$ cat config.mk
export PLATFORM = sky130hd
export DESIGN_NAME = chg_trace_collector
export DESIGN_NICKNAME = d
export VERILOG_FILES = /design/src/rtl/ctc_pkg.sv /design/src/rtl/ctc_cfg_regs.sv /design/src/rtl/ctc_lane_mask.sv /design/src/rtl/ctc_emit_ctrl.sv /design/src/rtl/chg_trace_collector.sv
export SDC_FILE = /design/constraint.sdc
export NUM_CORES = 1
export LEC_CHECK = 0
export CORE_ASPECT_RATIO = 0.6
export CORE_MARGIN = 3
export CORE_UTILIZATION = 35
export DETAILED_ROUTE_END_ITERATION = 10
export HOLD_SLACK_MARGIN = 0.15
export SLEW_MARGIN = 10
export SYNTH_ARGS = -nofsm -noshare
export SYNTH_HDL_FRONTEND = slang
export SYNTH_SLANG_ARGS = --single-unit
$ cat constraint.sdc
create_clock -name clk -period 5.2 [get_ports clk]
set_input_delay 1.04 -clock clk [delete_from_list [all_inputs] [get_ports clk]]
set_output_delay 1.04 -clock clk [all_outputs]
set_load 0.01 [all_outputs]
$ cat src/rtl/ctc_pkg.sv
package ctc_pkg;
    // Configuration register select codes
    typedef enum logic [1:0] {
        SEL_MODE    = 2'd0,
        SEL_LANE_EN = 2'd1,
        SEL_TRIG    = 2'd2,
        SEL_TS_ALL  = 2'd3
    } cfg_sel_e;

    // Collection mode values
    localparam logic MODE_CONT = 1'b0;
    localparam logic MODE_TOC  = 1'b1;
endpackage

$ cat src/rtl/ctc_cfg_regs.sv
module ctc_cfg_regs
    import ctc_pkg::*;
#(
    parameter int LANES = 8,
    localparam int LSW  = $clog2(LANES)
) (
    input  logic             clk,
    input  logic             rst_n,
    input  logic             we_i,
    input  logic [1:0]       sel_i,
    input  logic [LANES-1:0] wdata_i,
    output logic [LANES-1:0] rdata_o,
    output logic             mode_o,
    output logic [LANES-1:0] lane_en_o,
    output logic [LSW-1:0]   trig_sel_o,
    output logic             ts_all_o,
    output logic             mode_wr_o
);
    typedef struct packed {
        logic             mode;
        logic [LANES-1:0] lane_en;
        logic [LSW-1:0]   trig_sel;
        logic             ts_all;
    } cfg_t;

    cfg_t cfg_d, cfg_q;

    // Next-value computation
    always_comb begin
        cfg_d = cfg_q;
        if (we_i) begin
            case (cfg_sel_e'(sel_i))
                SEL_MODE:    cfg_d.mode     = wdata_i[0];
                SEL_LANE_EN: cfg_d.lane_en  = wdata_i;
                SEL_TRIG:    cfg_d.trig_sel = wdata_i[LSW-1:0];
                SEL_TS_ALL:  cfg_d.ts_all   = wdata_i[0];
                default:     cfg_d = cfg_q;
            endcase
        end
    end

    always_ff @(posedge clk or negedge rst_n) begin
        if (!rst_n) begin
            cfg_q.mode     <= MODE_CONT;
            cfg_q.lane_en  <= '1;
            cfg_q.trig_sel <= '0;
            cfg_q.ts_all   <= 1'b0;
        end else begin
            cfg_q <= cfg_d;
        end
    end

    // Combinational readback, unused bits zero
    always_comb begin
        rdata_o = '0;
        case (cfg_sel_e'(sel_i))
            SEL_MODE:    rdata_o[0]       = cfg_q.mode;
            SEL_LANE_EN: rdata_o          = cfg_q.lane_en;
            SEL_TRIG:    rdata_o[LSW-1:0] = cfg_q.trig_sel;
            SEL_TS_ALL:  rdata_o[0]       = cfg_q.ts_all;
            default:     rdata_o = '0;
        endcase
    end

    assign mode_o     = cfg_q.mode;
    assign lane_en_o  = cfg_q.lane_en;
    assign trig_sel_o = cfg_q.trig_sel;
    assign ts_all_o   = cfg_q.ts_all;
    assign mode_wr_o  = we_i && (cfg_sel_e'(sel_i) == SEL_MODE);
endmodule

$ cat src/rtl/ctc_lane_mask.sv
module ctc_lane_mask #(
    parameter int LANES  = 8,
    parameter int LANE_W = 8,
    localparam int DW    = LANES * LANE_W
) (
    input  logic [DW-1:0]    smp_i,
    input  logic [LANES-1:0] lane_en_i,
    output logic [DW-1:0]    smp_o
);
    // Disabled lanes read as zero
    for (genvar k = 0; k < LANES; k++) begin : g_lane
        assign smp_o[k*LANE_W +: LANE_W] =
            lane_en_i[k] ? smp_i[k*LANE_W +: LANE_W] : '0;
    end
endmodule

$ cat src/rtl/ctc_emit_ctrl.sv
module ctc_emit_ctrl #(
    parameter int LANES  = 8,
    parameter int LANE_W = 8,
    localparam int DW    = LANES * LANE_W,
    localparam int LSW   = $clog2(LANES)
) (
    input  logic              clk,
    input  logic              rst_n,
    input  logic [DW-1:0]     smp_i,
    input  logic              mode_i,
    input  logic              ts_all_i,
    input  logic [LSW-1:0]    trig_sel_i,
    input  logic              mode_wr_i,
    input  logic              ready_i,
    output logic              valid_o,
    output logic [DW-1:0]     data_o,
    output logic              ts_o,
    output logic [LANE_W-1:0] trig_o,
    output logic              ovf_o,
    output logic              first_o
);
    typedef struct packed {
        logic              valid;
        logic [DW-1:0]     data;
        logic              ts;
        logic [LANE_W-1:0] trig;
        logic              ovf;
        logic              first;
    } st_t;

    st_t st_d, st_q;
    logic stalled, want;

    always_comb begin
        st_d    = st_q;
        stalled = st_q.valid && !ready_i;
        // data_q always holds the last element placed on the output
        want    = !mode_i || st_q.first || (smp_i != st_q.data);
        if (stalled) begin
            // output held, sample dropped
            if (want) st_d.ovf = 1'b1;
        end else begin
            st_d.valid = want;
            if (want) begin
                st_d.data  = smp_i;
                st_d.ts    = ts_all_i;
                st_d.trig  = smp_i[int'(trig_sel_i)*LANE_W +: LANE_W];
                st_d.first = 1'b0;
            end
        end
        // a mode write restarts the filter and clears overflow
        if (mode_wr_i) begin
            st_d.first = 1'b1;
            st_d.ovf   = 1'b0;
        end
    end

    always_ff @(posedge clk or negedge rst_n) begin
        if (!rst_n) begin
            st_q.valid <= 1'b0;
            st_q.data  <= '0;
            st_q.ts    <= 1'b0;
            st_q.trig  <= '0;
            st_q.ovf   <= 1'b0;
            st_q.first <= 1'b1;
        end else begin
            st_q <= st_d;
        end
    end

    assign valid_o = st_q.valid;
    assign data_o  = st_q.data;
    assign ts_o    = st_q.ts;
    assign trig_o  = st_q.trig;
    assign ovf_o   = st_q.ovf;
    assign first_o = st_q.first;
endmodule

$ cat src/rtl/chg_trace_collector.sv
module chg_trace_collector #(
    parameter int LANES  = 8,
    parameter int LANE_W = 8,
    localparam int DW    = LANES * LANE_W,
    localparam int LSW   = $clog2(LANES)
) (
    input  logic              clk,
    input  logic              rst_n,
    input  logic [DW-1:0]     smp_i,
    input  logic              cfg_we_i,
    input  logic [1:0]        cfg_sel_i,
    input  logic [LANES-1:0]  cfg_wdata_i,
    output logic [LANES-1:0]  cfg_rdata_o,
    output logic              out_valid_o,
    input  logic              out_ready_i,
    output logic [DW-1:0]     out_data_o,
    output logic              out_ts_req_o,
    output logic [LANE_W-1:0] out_trig_lane_o,
    output logic              overflow_o
);
    logic             cfg_mode;
    logic [LANES-1:0] cfg_lane_en;
    logic [LSW-1:0]   cfg_trig_sel;
    logic             cfg_ts_all;
    logic             mode_wr;
    logic [DW-1:0]    smp_masked;
    logic             emit_first;

    ctc_cfg_regs #(.LANES(LANES)) u_cfg (
        .clk        (clk),
        .rst_n      (rst_n),
        .we_i       (cfg_we_i),
        .sel_i      (cfg_sel_i),
        .wdata_i    (cfg_wdata_i),
        .rdata_o    (cfg_rdata_o),
        .mode_o     (cfg_mode),
        .lane_en_o  (cfg_lane_en),
        .trig_sel_o (cfg_trig_sel),
        .ts_all_o   (cfg_ts_all),
        .mode_wr_o  (mode_wr)
    );

    ctc_lane_mask #(.LANES(LANES), .LANE_W(LANE_W)) u_mask (
        .smp_i     (smp_i),
        .lane_en_i (cfg_lane_en),
        .smp_o     (smp_masked)
    );

    ctc_emit_ctrl #(.LANES(LANES), .LANE_W(LANE_W)) u_emit (
        .clk        (clk),
        .rst_n      (rst_n),
        .smp_i      (smp_masked),
        .mode_i     (cfg_mode),
        .ts_all_i   (cfg_ts_all),
        .trig_sel_i (cfg_trig_sel),
        .mode_wr_i  (mode_wr),
        .ready_i    (out_ready_i),
        .valid_o    (out_valid_o),
        .data_o     (out_data_o),
        .ts_o       (out_ts_req_o),
        .trig_o     (out_trig_lane_o),
        .ovf_o      (overflow_o),
        .first_o    (emit_first)
    );
endmodule

**Yosys cells after proc, flatten, opt, wreduce, memory -nomap -nowiden**

Index checks and enable logic that the tools add are counted.

- Register bits: 89
- Bits of input ports: 78
- Output and inout port bits: 83
- Logic and storage cells: 49

- Equal/unequal tests: 5
- Shift-type cells: 1
- Muxes and demuxes: 16
- Bitwise gates (word level): 1
- Reductions and logical operators: 16

Operator list:

| operator | number |
|---|---|
| 2-to-1 mux 8 bit | 8 |
| != test 64 bit | 1 |
| indexed part select 64 x 7 -> 8 bit | 1 |
| AND reduction 2 bit | 7 |
| 2-to-1 mux 5 bit | 1 |
| == test 2 bit, second input constant | 2 |
| 2-to-1 mux 1 bit | 4 |
| one-hot mux 1 bit (4 select lines) | 1 |
| one-hot mux 2 bit (2 select lines) | 1 |
| nonzero test 2 bit | 2 |
| == test 2 x 1 -> 1 bit, second input constant | 1 |
| logical AND 1 bit | 2 |
| logical NOT 1 bit | 2 |
| logical NOT 2 bit | 1 |
| logical OR 1 bit | 2 |
| 2-to-1 mux 2 bit | 1 |
| != test 2 bit, second input constant | 1 |
| NOT 1 bit | 1 |

**Logic depth before layout (Yosys ltp)**

Gate-level depths: netlist (run 1).

- Depth in word-level cells: 6
- Mapped depth: 11
- Depth with buffers taken out: 7

**By module**

A second synthesis (run 1) with hierarchy kept.

- Cells, all modules: 408
- Area total of the unflattened synthesis: 5446.5 µm²

Modules (own cells, without submodules):

| module | times used | cells each | area each (µm²) | sequential area each (µm²) |
|---|---|---|---|---|
| ctc_emit_ctrl | 1 | 293 | 4380.5 | 1903.1 |
| ctc_cfg_regs | 1 | 51 | 665.6 | 335.3 |
| ctc_lane_mask | 1 | 64 | 400.4 | 0.0 |

**Least setup slack after synthesis (run 1)**

OpenSTA, ideal clock, no wires.

- Path type: in2reg
- Start point: input smp_i[24]
- End point: register u_emit.st_q (netlist bit u_emit.data_o[14])
- Setup time: 0.125 ns
- Arrival time: 2.842 ns
- Data required time: 5.075 ns
- Setup slack: 2.233 ns
- Stages on the path: 9
- Buffers on the path: 2
- Path through: xor2_1 -> o22ai_1 -> a22oi_1 -> or4_4 -> nor4_4 -> a21boi_1 -> buf_6 -> buf_6 -> mux2_4

- Word-level cells in the longest chain between the ends: 4

RTL lines:

| what | line | text |
|---|---|---|
| from (decl) | chg_trace_collector.sv:9 | `input logic [DW-1:0] smp_i,` |
| 2-to-1 mux 8 bit | ctc_lane_mask.sv:13 | `lane_en_i[k] ? smp_i[k*LANE_W +: LANE_W] : '0;` |
| != test 64 bit | ctc_emit_ctrl.sv:38 | `want = !mode_i \|\| st_q.first \|\| (smp_i != st_q.data);` |
| logical OR 1 bit | ctc_emit_ctrl.sv:38 |  |
| AND reduction 2 bit (no source line) | -- |  |
| to (signal assigned) | ctc_emit_ctrl.sv:67 | `st_q <= st_d;` |
| to (decl) | ctc_emit_ctrl.sv:31 | `st_t st_d, st_q;` |

Every way passes these cells.
A chain may end at the register's enable or synchronous reset.

**Final worst setup path (run 1)**

- Start point: input cfg_sel_i[1]
- End point: output cfg_rdata_o[0]

- Word-level cells in the longest chain between the ends: 2
- Elaborated cells between the ends (all ways): 5
- Those cells by class: eq/ne: 3; mux: 1; reduce/logical: 1

RTL lines:

| what | line | text |
|---|---|---|
| from (decl) | chg_trace_collector.sv:11 | `input logic [1:0] cfg_sel_i,` |
| == test 2 bit, or another cell as far along | ctc_cfg_regs.sv:56 | `case (cfg_sel_e'(sel_i))` |
| one-hot mux 1 bit (4 select lines) (*) | ctc_cfg_regs.sv:56 |  |
| to (decl) | chg_trace_collector.sv:13 | `output logic [LANES-1:0] cfg_rdata_o,` |

Every way passes the cells marked *; elsewhere a longest branch is shown, timed or not.

==> results of run 1 <==
## worst max-delay path by stage
stage	from	depth (start not counted)	end	slack, ns
6_report	cfg_sel_i[1]	6	cfg_rdata_o[0]	1.16
5_1_grt	cfg_sel_i[1]	6	cfg_rdata_o[1]	1.01
4_1_cts	cfg_sel_i[1]	6	cfg_rdata_o[0]	1.15
3_5_place_dp	smp_i[24]	9	u_emit.data_o[12]$_DFFE_PN0P_	1.09
3_3_place_gp	smp_i[24]	9	u_emit.data_o[12]$_DFFE_PN0P_	1.16
2_1_floorplan	smp_i[24]	9	u_emit.data_o[14]$_DFFE_PN0P_	2.23
## logic make-up after synthesis
kind of cell | Yosys count | synth area share
mux | 102 | 0.2245
compound gates | 88 | 0.1066
flops | 89 | 0.4074
xor+xnor | 27 | 0.04304
fa+ha+maj | 5 | 0.01139
buf+inv | 83 | 0.06217
simple gates | 157 | 0.1448
## placed cells by master, fill, tap and decap left out, types with 7 or more instances in the layout
master	Yosys	layout
mux4_2	10	10
nand3_1	12	12
mux2_2	30	30
nor2_1	13	13
mux2_4	10	10
inv_1	55	55
clkbuf_16	0	9
dfrtp_1	80	80
nand3b_1	8	8
mux2i_1	52	52
nand2_1	66	66
nand2b_1	8	8
clkdlybuf4s50_1	0	159
dfstp_2	9	9
and2_1	20	20
xnor2_1	20	20
o22ai_1	8	8
a22oi_1	13	13
o21ai_0	27	27
nor2b_1	9	9
xor2_1	7	7
a21oi_1	14	14
## layer usage
layer  GRT usage  wire length, um  vias up
met5           0                0        -
met4     0.03394               90        0
met3     0.07126             1834        8
met2      0.3076             7826      219
met1      0.3602            10130     2416
li1            -                -     2217
## state kept, by name (all words and copies together), names as in the netlist, 3 cells and up
| name | count |
|---|---|
| u_emit.data_o | 64 |
| u_cfg.lane_en_o | 8 |
| u_cfg.trig_sel_o | 3 |
| u_emit.trig_o | 8 |
## area by class of cell
class / count / area, sq um / share of cell area
repair buffers: 163 / 1634 / 0.2155
multi-input cells: 379 / 2925 / 0.3857
clock inverters: 4 / 75.07 / 0.009899
well taps: 198 / 247.7 / 0.03267
flip-flops and latches: 89 / 2238 / 0.2952
inverters: 55 / 206.4 / 0.02722
clock buffers: 12 / 256.5 / 0.03382
## stage by stage
step                std cells  power, W  setup WS, ns    util  hold slack (ns)
detailed placement        884  0.001953         1.090  0.4857           0.4783
global placement          884  0.001942         1.165  0.4857           0.4719
floorplan                 551  0.001455         2.233       -           0.4629
finish                    900  0.002684         1.159  0.5079           0.4937
CTS                       900  0.002690         1.148  0.5079           0.4901
global route              900  0.002806         1.011  0.5079           0.5236
## report_power, final
group / internal [W] / switching [W] / leakage [nW] / total [W]
clock network: 0.000448 / 0.000283 / 0.155 / 0.000731
logic: 0.000500 / 0.000426 / 1.96 / 0.000926
registers: 0.000825 / 0.000202 / 1.12 / 0.00103
total: 0.00177 / 0.000911 / 3.24 / 0.00268
## worst register-to-register path, delay by kind of cell (launching register included)
family                 cells  cell delay, ns
buffers and inverters      1            0.44
DFF                        1            0.77
AOI/OAI and AO/OA          2            0.80
and+or+nand+nor            4            0.69
muxes                      1            0.42
==> results.ini, run 1 <==
[timing]
fmax_mhz=247.5
rsz0062_at_grt=false
finalHoldViolCount=0
finalMaxSlewViolations=0
worstMarginPinSlew_ns=0.9249
setup_viol=0
relSlewSlack=0.3834
finalCriticalPeriod_ns=4.041
finalSetupTns_ns=0
fin_worst_skew_ns=0.008179
min_period_over_period=0.7770

[yosys]
ys_seq_elements=89
synth-main-ff-cell=dfrtp_1
synth_area_leaders=dfrtp_1 36%, mux2i_1 9.5%, mux2_2 6.1%, nand2_1 4.5%, dfstp_2 4.3%
synth_most_common_cell=dfrtp_1
syn_inst=551
synth_area_sq_um=5494
synth_top_area_share=0.3644
yosys-top-cells-count=80 x dfrtp_1, 66 x nand2_1, 55 x inv_1
synth_edf_count=0
yosysWarnings=0
synth_cell_types=45
yosysTopAreaCell=dfrtp_1
async_reset_ff_frac=1.000
syn_nets=634
seq_area_frac_synth=0.4074
avgSynthCellArea_sq_um=9.971

[drt]
drtPass1Iterations=5
wl_mm=19.88
drtIter0Drc=390
avgRoutedWirePerCell_um=22.09
ant_nets=0
vias=4860
route.detailed.drc=0
vias_per_cell=5.400

[placement]
hpwl_mm=15.21
io_buffers=160
dpl_cell_area_sq_um=7252
gp_congestion=0.8906

[clock_network]
cts_tree=yes
hold_buffers=0
cts.sinks=89
path_clk_slew_ns=0.07
ctsResizeCount=0
htree_levels=3
numCtsBuffers=9
root_buffer=clkbuf_16
cts.path.max_buffers=2
post_cts_buffers=0
insertion_delay_ns=0.34

[min_path]
hp-class=register to register
worstHoldStart=u_emit.first_o$_DFFE_PN1P_
min_to=u_emit.first_o$_DFFE_PN1P_
holdPathStages=2

[final_layout]
fillCellCount=1384
fin_area_sq_um=7584
syn_to_final_growth_pct=38.03
final_layout_size_suffix_gt1_frac=0.1197
antenna_cells=0
final_nets=780

[setup_path]
r2r_cells=8
critPathTopFamily=buffers and inverters
crit_slowest_cell=clkdlybuf4s50_1
criticalPathCategory=primary input to output port
worstPathMaxFanout=9
r2r-end=u_emit.trig_o[6]$_DFFE_PN0P_
start_kind=primary input
cp_common_cell=clkdlybuf4s50_1
end_kind=output port
worstPathRequired_ns=4.16
slowest_delay_ns=0.57
worstPathArrival_ns=3.00
r2r_setup_slack_ns=1.95
r2r_start=u_cfg.lane_en_o[5]$_DFFE_PN1P_
worst-path-buf-inv=3
path_cells=clkdlybuf4s50_1, inv_1, ha_1, a222oi_1, mux2i_1, clkdlybuf4s50_1

[grt]
antenna_found_initial=0
grt_max_degree=69
track_usage=0.2289
overflow=0
grt_pass1_vias=4840
grt_pass1_wl_mm=29.61

[pwr]
power_density_nw_per_um2=353.9
power.leakage_nw=3.235
ir_worst_vdd_uv=170.8

[die]
ios=161
die-area_sq_um=17290
initial_utilization=0.3679
core_sq_um=14930
rows=34
die_w_um=167.7
die_y_um=103.1

[flow_run]
cap_violations=0

[run_status]
status=finished clean

No activity file was read; power rests on OpenSTA's default activity.
==> inputs of run 2 (changes only) <==
Clock period 5.2 ns to 3.8 ns, I/O delays scaled along.
==> run 2 against run 1 <==
Core utilization grew 0.050 points. Die area is the same. Global-route usage is essentially flat. Count of clock-buffer cells in the layout is the same. Register-to-register slack lost 1.1 ns. Sequential cell count is the same. Final cell count grew 0.11%. First-iteration DRC count grew 12%. Hold slack lost 0.0091 ns. Setup slack lost 0.87 ns. Critical path type unchanged. Critical endpoint unchanged. Largest cell class unchanged.
==> results.ini, run 2 (synthesis gave the netlist of run 1 again) <==
[min_path]
holdPathStages=2  ; unchanged
hp-class=register to register  ; unchanged
min_to=u_emit.first_o$_DFFE_PN1P_  ; unchanged
worstHoldStart=u_emit.first_o$_DFFE_PN1P_  ; unchanged

[timing]
finalMaxSlewViolations=0  ; unchanged
finalCriticalPeriod_ns=3.513
setup_viol=0  ; unchanged
finalHoldViolCount=0  ; unchanged
rsz0062_at_grt=false  ; unchanged
worstMarginPinSlew_ns=0.8240  ; was 0.9249 ns
finalSetupTns_ns=0  ; unchanged
fmax_mhz=284.7
fin_worst_skew_ns=0.009036  ; was 0.008179 ns
min_period_over_period=0.9244
timing.hold.ws_ns=0.4845  ; was 0.4937 ns
relSlewSlack=0.4507  ; was 0.3834

[final_layout]
syn_to_final_growth_pct=38.17  ; was 38.03%
antenna_cells=0  ; unchanged
largest_register_ffs=64  ; unchanged
final_cell_mix=159 x clkdlybuf4s50_1, 80 x dfrtp_1, 66 x nand2_1  ; unchanged
final_layout_size_suffix_gt1_frac=0.1195  ; was 0.1197
final_common_cell=clkdlybuf4s50_1  ; unchanged
final_nets=782  ; was 780

[grt]
track_usage=0.2284  ; was 0.2289
grt_pass1_wl_mm=29.56  ; was 29.61 mm
grt_max_degree=62  ; was 69
antenna_found_initial=0  ; unchanged
overflow=0  ; unchanged
grt_pass1_vias=4799  ; was 4840

[drt]
drtIter0Drc=438  ; was 390
drtPass1Iterations=5  ; unchanged
ant_nets=0  ; unchanged
avgRoutedWirePerCell_um=21.93  ; was 22.09 um
wl_mm=19.76  ; was 19.88 mm
route.detailed.drc=0  ; unchanged
vias=4946  ; was 4860
vias_per_cell=5.489  ; was 5.400

[setup_path]
r2r-end=u_emit.data_o[40]$_DFFE_PN0P_  ; was u_emit.trig_o[6]$_DFFE_PN0P_
r2r_start=u_cfg.lane_en_o[7]$_DFFE_PN1P_  ; was u_cfg.lane_en_o[5]$_DFFE_PN1P_
slowest_delay_ns=0.51  ; was 0.57 ns
worstPathArrival_ns=2.75  ; was 3.00 ns
r2r_setup_slack_ns=0.88  ; was 1.95 ns
r2r_cells=8  ; unchanged
start_kind=primary input  ; unchanged
worstPathRequired_ns=3.04  ; was 4.16 ns
end_kind=output port  ; unchanged
criticalPathCategory=primary input to output port  ; unchanged
path_cells=clkdlybuf4s50_1, inv_1, ha_1, a222oi_1, mux2i_1, clkdlybuf4s50_1  ; unchanged
worstPathMaxFanout=9  ; unchanged
crit_slowest_cell=clkdlybuf4s50_1  ; unchanged
cp_common_cell=clkdlybuf4s50_1  ; unchanged

[pwr]
p_comb_frac=0.348  ; was 0.345
netSwitchingFraction=0.3388  ; was 0.3394
power.leakage_nw=3.247  ; was 3.235 nW
clock_power_share=0.266  ; was 0.272
power_density_nw_per_um2=479.6  ; was 353.9 nW/um^2
seq_power_share=0.386  ; was 0.383
power_switching_w=0.001233  ; was 0.0009111 W
ir_worst_vdd_uv=244.4  ; was 170.8 uV
intPower_w=0.002407  ; was 0.001773 W

[clock_network]
cts_tree=yes  ; unchanged
post_cts_buffers=0  ; unchanged
root_buffer=clkbuf_16  ; unchanged
insertion_delay_ns=0.34  ; about the same
path_clk_slew_ns=0.07  ; about the same
htree_levels=3  ; unchanged
numCtsBuffers=9  ; unchanged
ctsResizeCount=0  ; unchanged
cts.sinks=89  ; unchanged
hold_buffers=0  ; unchanged
cts.path.max_buffers=2  ; unchanged

[die]
die_w_um=167.7  ; unchanged
die-area_sq_um=17290  ; unchanged
ios=161  ; unchanged
core_sq_um=14930  ; unchanged
die_y_um=103.1  ; unchanged
rows=34  ; unchanged
initial_utilization=0.3679  ; unchanged

[flow_run]
cap_violations=0  ; unchanged

[run_status]
status=finished clean  ; unchanged

[placement]
gp_congestion=0.9164  ; was 0.8906
io_buffers=160  ; unchanged
hpwl_mm=15.21  ; about the same

==> run 2: final cells by class <==
cell class / instances / area [sq um]
Inverter: 55 / 206.4
Timing Repair Buffer: 165 / 1662
Clock buffer: 12 / 246.5
Sequential cell: 89 / 2238
Fill cell: 1325 / 7341
Multi-Input combinational cell: 379 / 2925
Tap cell: 198 / 247.7
Clock inverter: 3 / 65.06
==> run 2: power groups by stage <==
stage                     registers [W]  logic (W)  clock network [W]
final                           0.00140    0.00127           0.000968
after global placement          0.00141    0.00124                  0
after CTS                       0.00140    0.00127           0.000982
after global routing            0.00143    0.00136            0.00103
after detailed placement        0.00142    0.00126                  0
after floorplan                 0.00133   0.000658                  0
==> run 2: how the worst max path moves through the flow <==
| stage | from | to | slack [ns] | cells past startpoint |
|---|---|---|---|---|
| finish | cfg_sel_i[1] | cfg_rdata_o[0] | 0.29 | 6 |
| global placement | smp_i[24] | u_emit.data_o[40]$_DFFE_PN0P_ | 0.42 | 9 |
| floorplan | smp_i[24] | u_emit.data_o[14]$_DFFE_PN0P_ | 1.11 | 9 |
| CTS | cfg_sel_i[1] | cfg_rdata_o[0] | 0.25 | 6 |
| detailed placement | cfg_sel_i[1] | cfg_rdata_o[0] | 0.27 | 6 |
| global route | cfg_sel_i[1] | cfg_rdata_o[0] | 0.14 | 6 |
==> run 2: routing by layer <==
| layer | vias to the layer above | routed length [um] | GRT usage |
|---|---|---|---|
| met2 | 245 | 7811 | 0.3092 |
| met3 | 13 | 1860 | 0.06667 |
| met1 | 2470 | 9895 | 0.3570 |
| met4 | 0 | 189 | 0.04400 |
| li1 | 2218 | - | - |
| met5 | - | 0 | 0 |
==> run 2: stage by stage <==
step	setup WS, ns	instances	power [W]	area [sq um]	util
after global placement	0.4229	886	0.002655	7279	0.4875
after floorplan	1.113	551	0.001991	5494	-
after CTS	0.2507	901	0.003649	7591	0.5084
final	0.2872	901	0.003640	7591	0.5084
after global routing	0.1365	901	0.003816	7591	0.5084
after detailed placement	0.2724	886	0.002673	7279	0.4875
==> run 2: critical path, delay by kind of cell <==
family	cells	cell delay (ns)
multiplexers	1	0.14
adder cells (fa/ha/maj)	1	0.33
AO/OA/AOI/OAI	1	0.42
buffers and inverters	3	1.10
==> inputs of run 3 (changes only) <==
Settings changed: DONT_BUFFER_PORTS set to 1.
==> run 3 against run 2 <==
Critical path depth is 2 higher. Wire length is 1.1% lower. Largest power group unchanged. Die area stayed put. Critical path type is now register to register. Highest routed layer unchanged. Count of clock-buffer cells in the layout is 2 lower. Register-to-register slack worse by 0.20 ns. Non-clock buffer count is 160 lower. Sequential share of layout area is 7.8 points higher.
==> results.ini, run 3 (synthesis gave the netlist of run 1 again) <==
[placement]
gp_congestion=0.8841  ; was 0.9164
hpwl_mm=14.98  ; was 15.21 mm
io_buffers=0  ; was 160

[clock_network]
numCtsBuffers=9  ; unchanged
htree_levels=3  ; unchanged
cts.sinks=89  ; unchanged
cts.path.max_buffers=2  ; unchanged
root_buffer=clkbuf_16  ; unchanged
ctsResizeCount=0  ; unchanged
insertion_delay_ns=0.35  ; was 0.34 ns
path_clk_slew_ns=0.07  ; about the same
cts_tree=yes  ; unchanged

[grt]
use_met2=0.3145  ; was 0.3092
use_met3=0.1326  ; was 0.06667
top_usage_layer=met2  ; was met1
grt_max_degree=81  ; was 62
track_usage=0.2260  ; was 0.2284
antenna_found_initial=1  ; was 0
grt_pass1_wl_mm=28.59  ; was 29.56 mm
overflow=0  ; unchanged
met1_usage=0.3112  ; was 0.3570
grt_pass1_vias=4349  ; was 4799

[setup_path]
start_kind=register  ; was primary input
worstPathMaxFanout=42  ; was 9
worstPathArrival_ns=3.35  ; was 2.75 ns
criticalPathCategory=register to register  ; was primary input to output port
end_kind=register  ; was output port
worstPathRequired_ns=4.03  ; was 3.04 ns

[final_layout]
largest_register_ffs=64  ; unchanged
final_layout_size_suffix_gt1_frac=0.1563  ; was 0.1195
final_cell_mix=80 x dfrtp_1, 66 x nand2_1, 55 x inv_1  ; was 159 x clkdlybuf4s50_1, 80 x dfrtp_1, 66 x nand2_1
final_common_cell=dfrtp_1  ; was clkdlybuf4s50_1
syn_to_final_growth_pct=9.155  ; was 38.17%
fillCellCount=1460  ; was 1325
final_nets=622  ; was 782
antenna_cells=0  ; unchanged

[die]
core_sq_um=14930  ; unchanged
die-area_sq_um=17290  ; unchanged
die_w_um=167.7  ; unchanged
initial_utilization=0.3679  ; unchanged
rows=34  ; unchanged
die_y_um=103.1  ; unchanged
ios=161  ; unchanged

[min_path]
hp-class=primary input to asynchronous set/reset pin  ; was register to register

[pwr]
ir_worst_vdd_uv=222.7  ; was 244.4 uV
power_density_nw_per_um2=546.1  ; was 479.6 nW/um^2
finalPower_w=0.003275  ; was 0.003640 W
power.leakage_nw=2.638  ; was 3.247 nW

[timing]
setup_viol=0  ; unchanged
finalSetupTns_ns=0  ; unchanged
worstMarginPinSlew_ns=1.158  ; was 0.8240 ns
relSlewSlack=0.2282  ; was 0.4507
finalHoldViolCount=0  ; unchanged
fmax_mhz=320.7  ; was 284.7 MHz
fin_worst_skew_ns=0.008871  ; was 0.009036 ns
rsz0062_at_grt=false  ; unchanged
finalMaxSlewViolations=0  ; unchanged
min_period_over_period=0.8206  ; was 0.9244
finalCriticalPeriod_ns=3.118  ; was 3.513 ns

[drt]
avgRoutedWirePerCell_um=26.34  ; was 21.93 um
route.detailed.drc=0  ; unchanged
ant_nets=0  ; unchanged
vias=4260  ; was 4946
drtIter0Drc=359  ; was 438
wl_mm=19.55  ; was 19.76 mm
vias_per_cell=5.741  ; was 5.489
drtPass1Iterations=7  ; was 5

[run_status]
status=finished clean  ; unchanged

[flow_run]
cap_violations=0  ; unchanged

==> run 3: cell types whose count changed in the layout (fill, tap and decap cells not counted) <==
| cell | delta |
|---|---|
| buf_12 | -2 |
| buf_16 | +1 |
| clkdlybuf4s50_1 | -159 |
| clkinvlp_4 | +2 |
| clkinv_2 | -1 |
| clkinv_4 | +1 |
| clkbuf_8 | -1 |
| clkbuf_1 | -1 |
| inv_6 | +1 |
==> run 3: cell type report <==
cell class	count	area, sq um	share of cell area
clock buffer	10	229.0	0.03818
timing repair buffer	5	57.56	0.009597
inverter	55	206.4	0.03443
multi-input combinational	379	2925	0.4878
clock inverter	6	92.59	0.01544
tap	198	247.7	0.04131
sequential	89	2238	0.3733
==> run 3: critical path, cell delays in order, from the launching register on <==
cell      delay (ns)
dfstp_2         0.72
nand2_1         0.24
xnor2_1         0.18
nor4_1          0.34
nand3_1         0.22
nor4_4          0.41
a21boi_4        0.10
buf_4           0.36
mux2_4          0.38
==> run 3: stage by stage <==
step                      instances  cell area, sq um  utilization  setup WS (ns)  hold WS (ns)
after CTS                       742              5997       0.4016         0.7073        0.2398
after floorplan                 551              5494            -          1.113        0.4629
after global placement          725              5648       0.3782         0.7310        0.4683
after global routing            742              5997       0.4016         0.5583        0.2287
final                           742              5997       0.4016         0.6819        0.2501
after detailed placement        725              5648       0.3782         0.6765        0.4674
==> run 3: repair_timing <==
action | in CTS | in global routing
buffers inserted | 0 | 0
hold endpoints to repair | 80 | 0
hold buffers | 1 | 0
==> run 3: worst paths after layout <==
kind / startpoint / endpoint / slack (ns) / cells after the start
max: u_cfg.lane_en_o[2]$_DFFE_PN1P_ / u_emit.data_o[40]$_DFFE_PN0P_ / 0.68 / 8
min: rst_n / u_cfg.lane_en_o[3]$_DFFE_PN1P_ / 0.25 / 0
max reg2reg: u_cfg.lane_en_o[2]$_DFFE_PN1P_ / u_emit.data_o[40]$_DFFE_PN0P_ / 0.68 / 8
min reg2reg: u_emit.first_o$_DFFE_PN1P_ / u_emit.first_o$_DFFE_PN1P_ / 0.52 / 2
max in group asynchronous: rst_n / u_emit.data_o[0]$_DFFE_PN0P_ / 3.12 / 1
min in group clk: u_emit.first_o$_DFFE_PN1P_ / u_emit.first_o$_DFFE_PN1P_ / 0.52 / 2
==> run 3: report_power, final <==
group	switching, W	internal, W	total (W)
sequential	0.000378	0.00113	0.00151
clock	0.000409	0.000581	0.000990
combinational	0.000403	0.000377	0.000780
total	0.00119	0.00209	0.00327
==> run 3: per-layer routing <==
layer	routed length (um)	part of all wire
met2	7821	0.40
met5	0	0
met4	68	0.0035
met3	2944	0.15
met1	8713	0.45
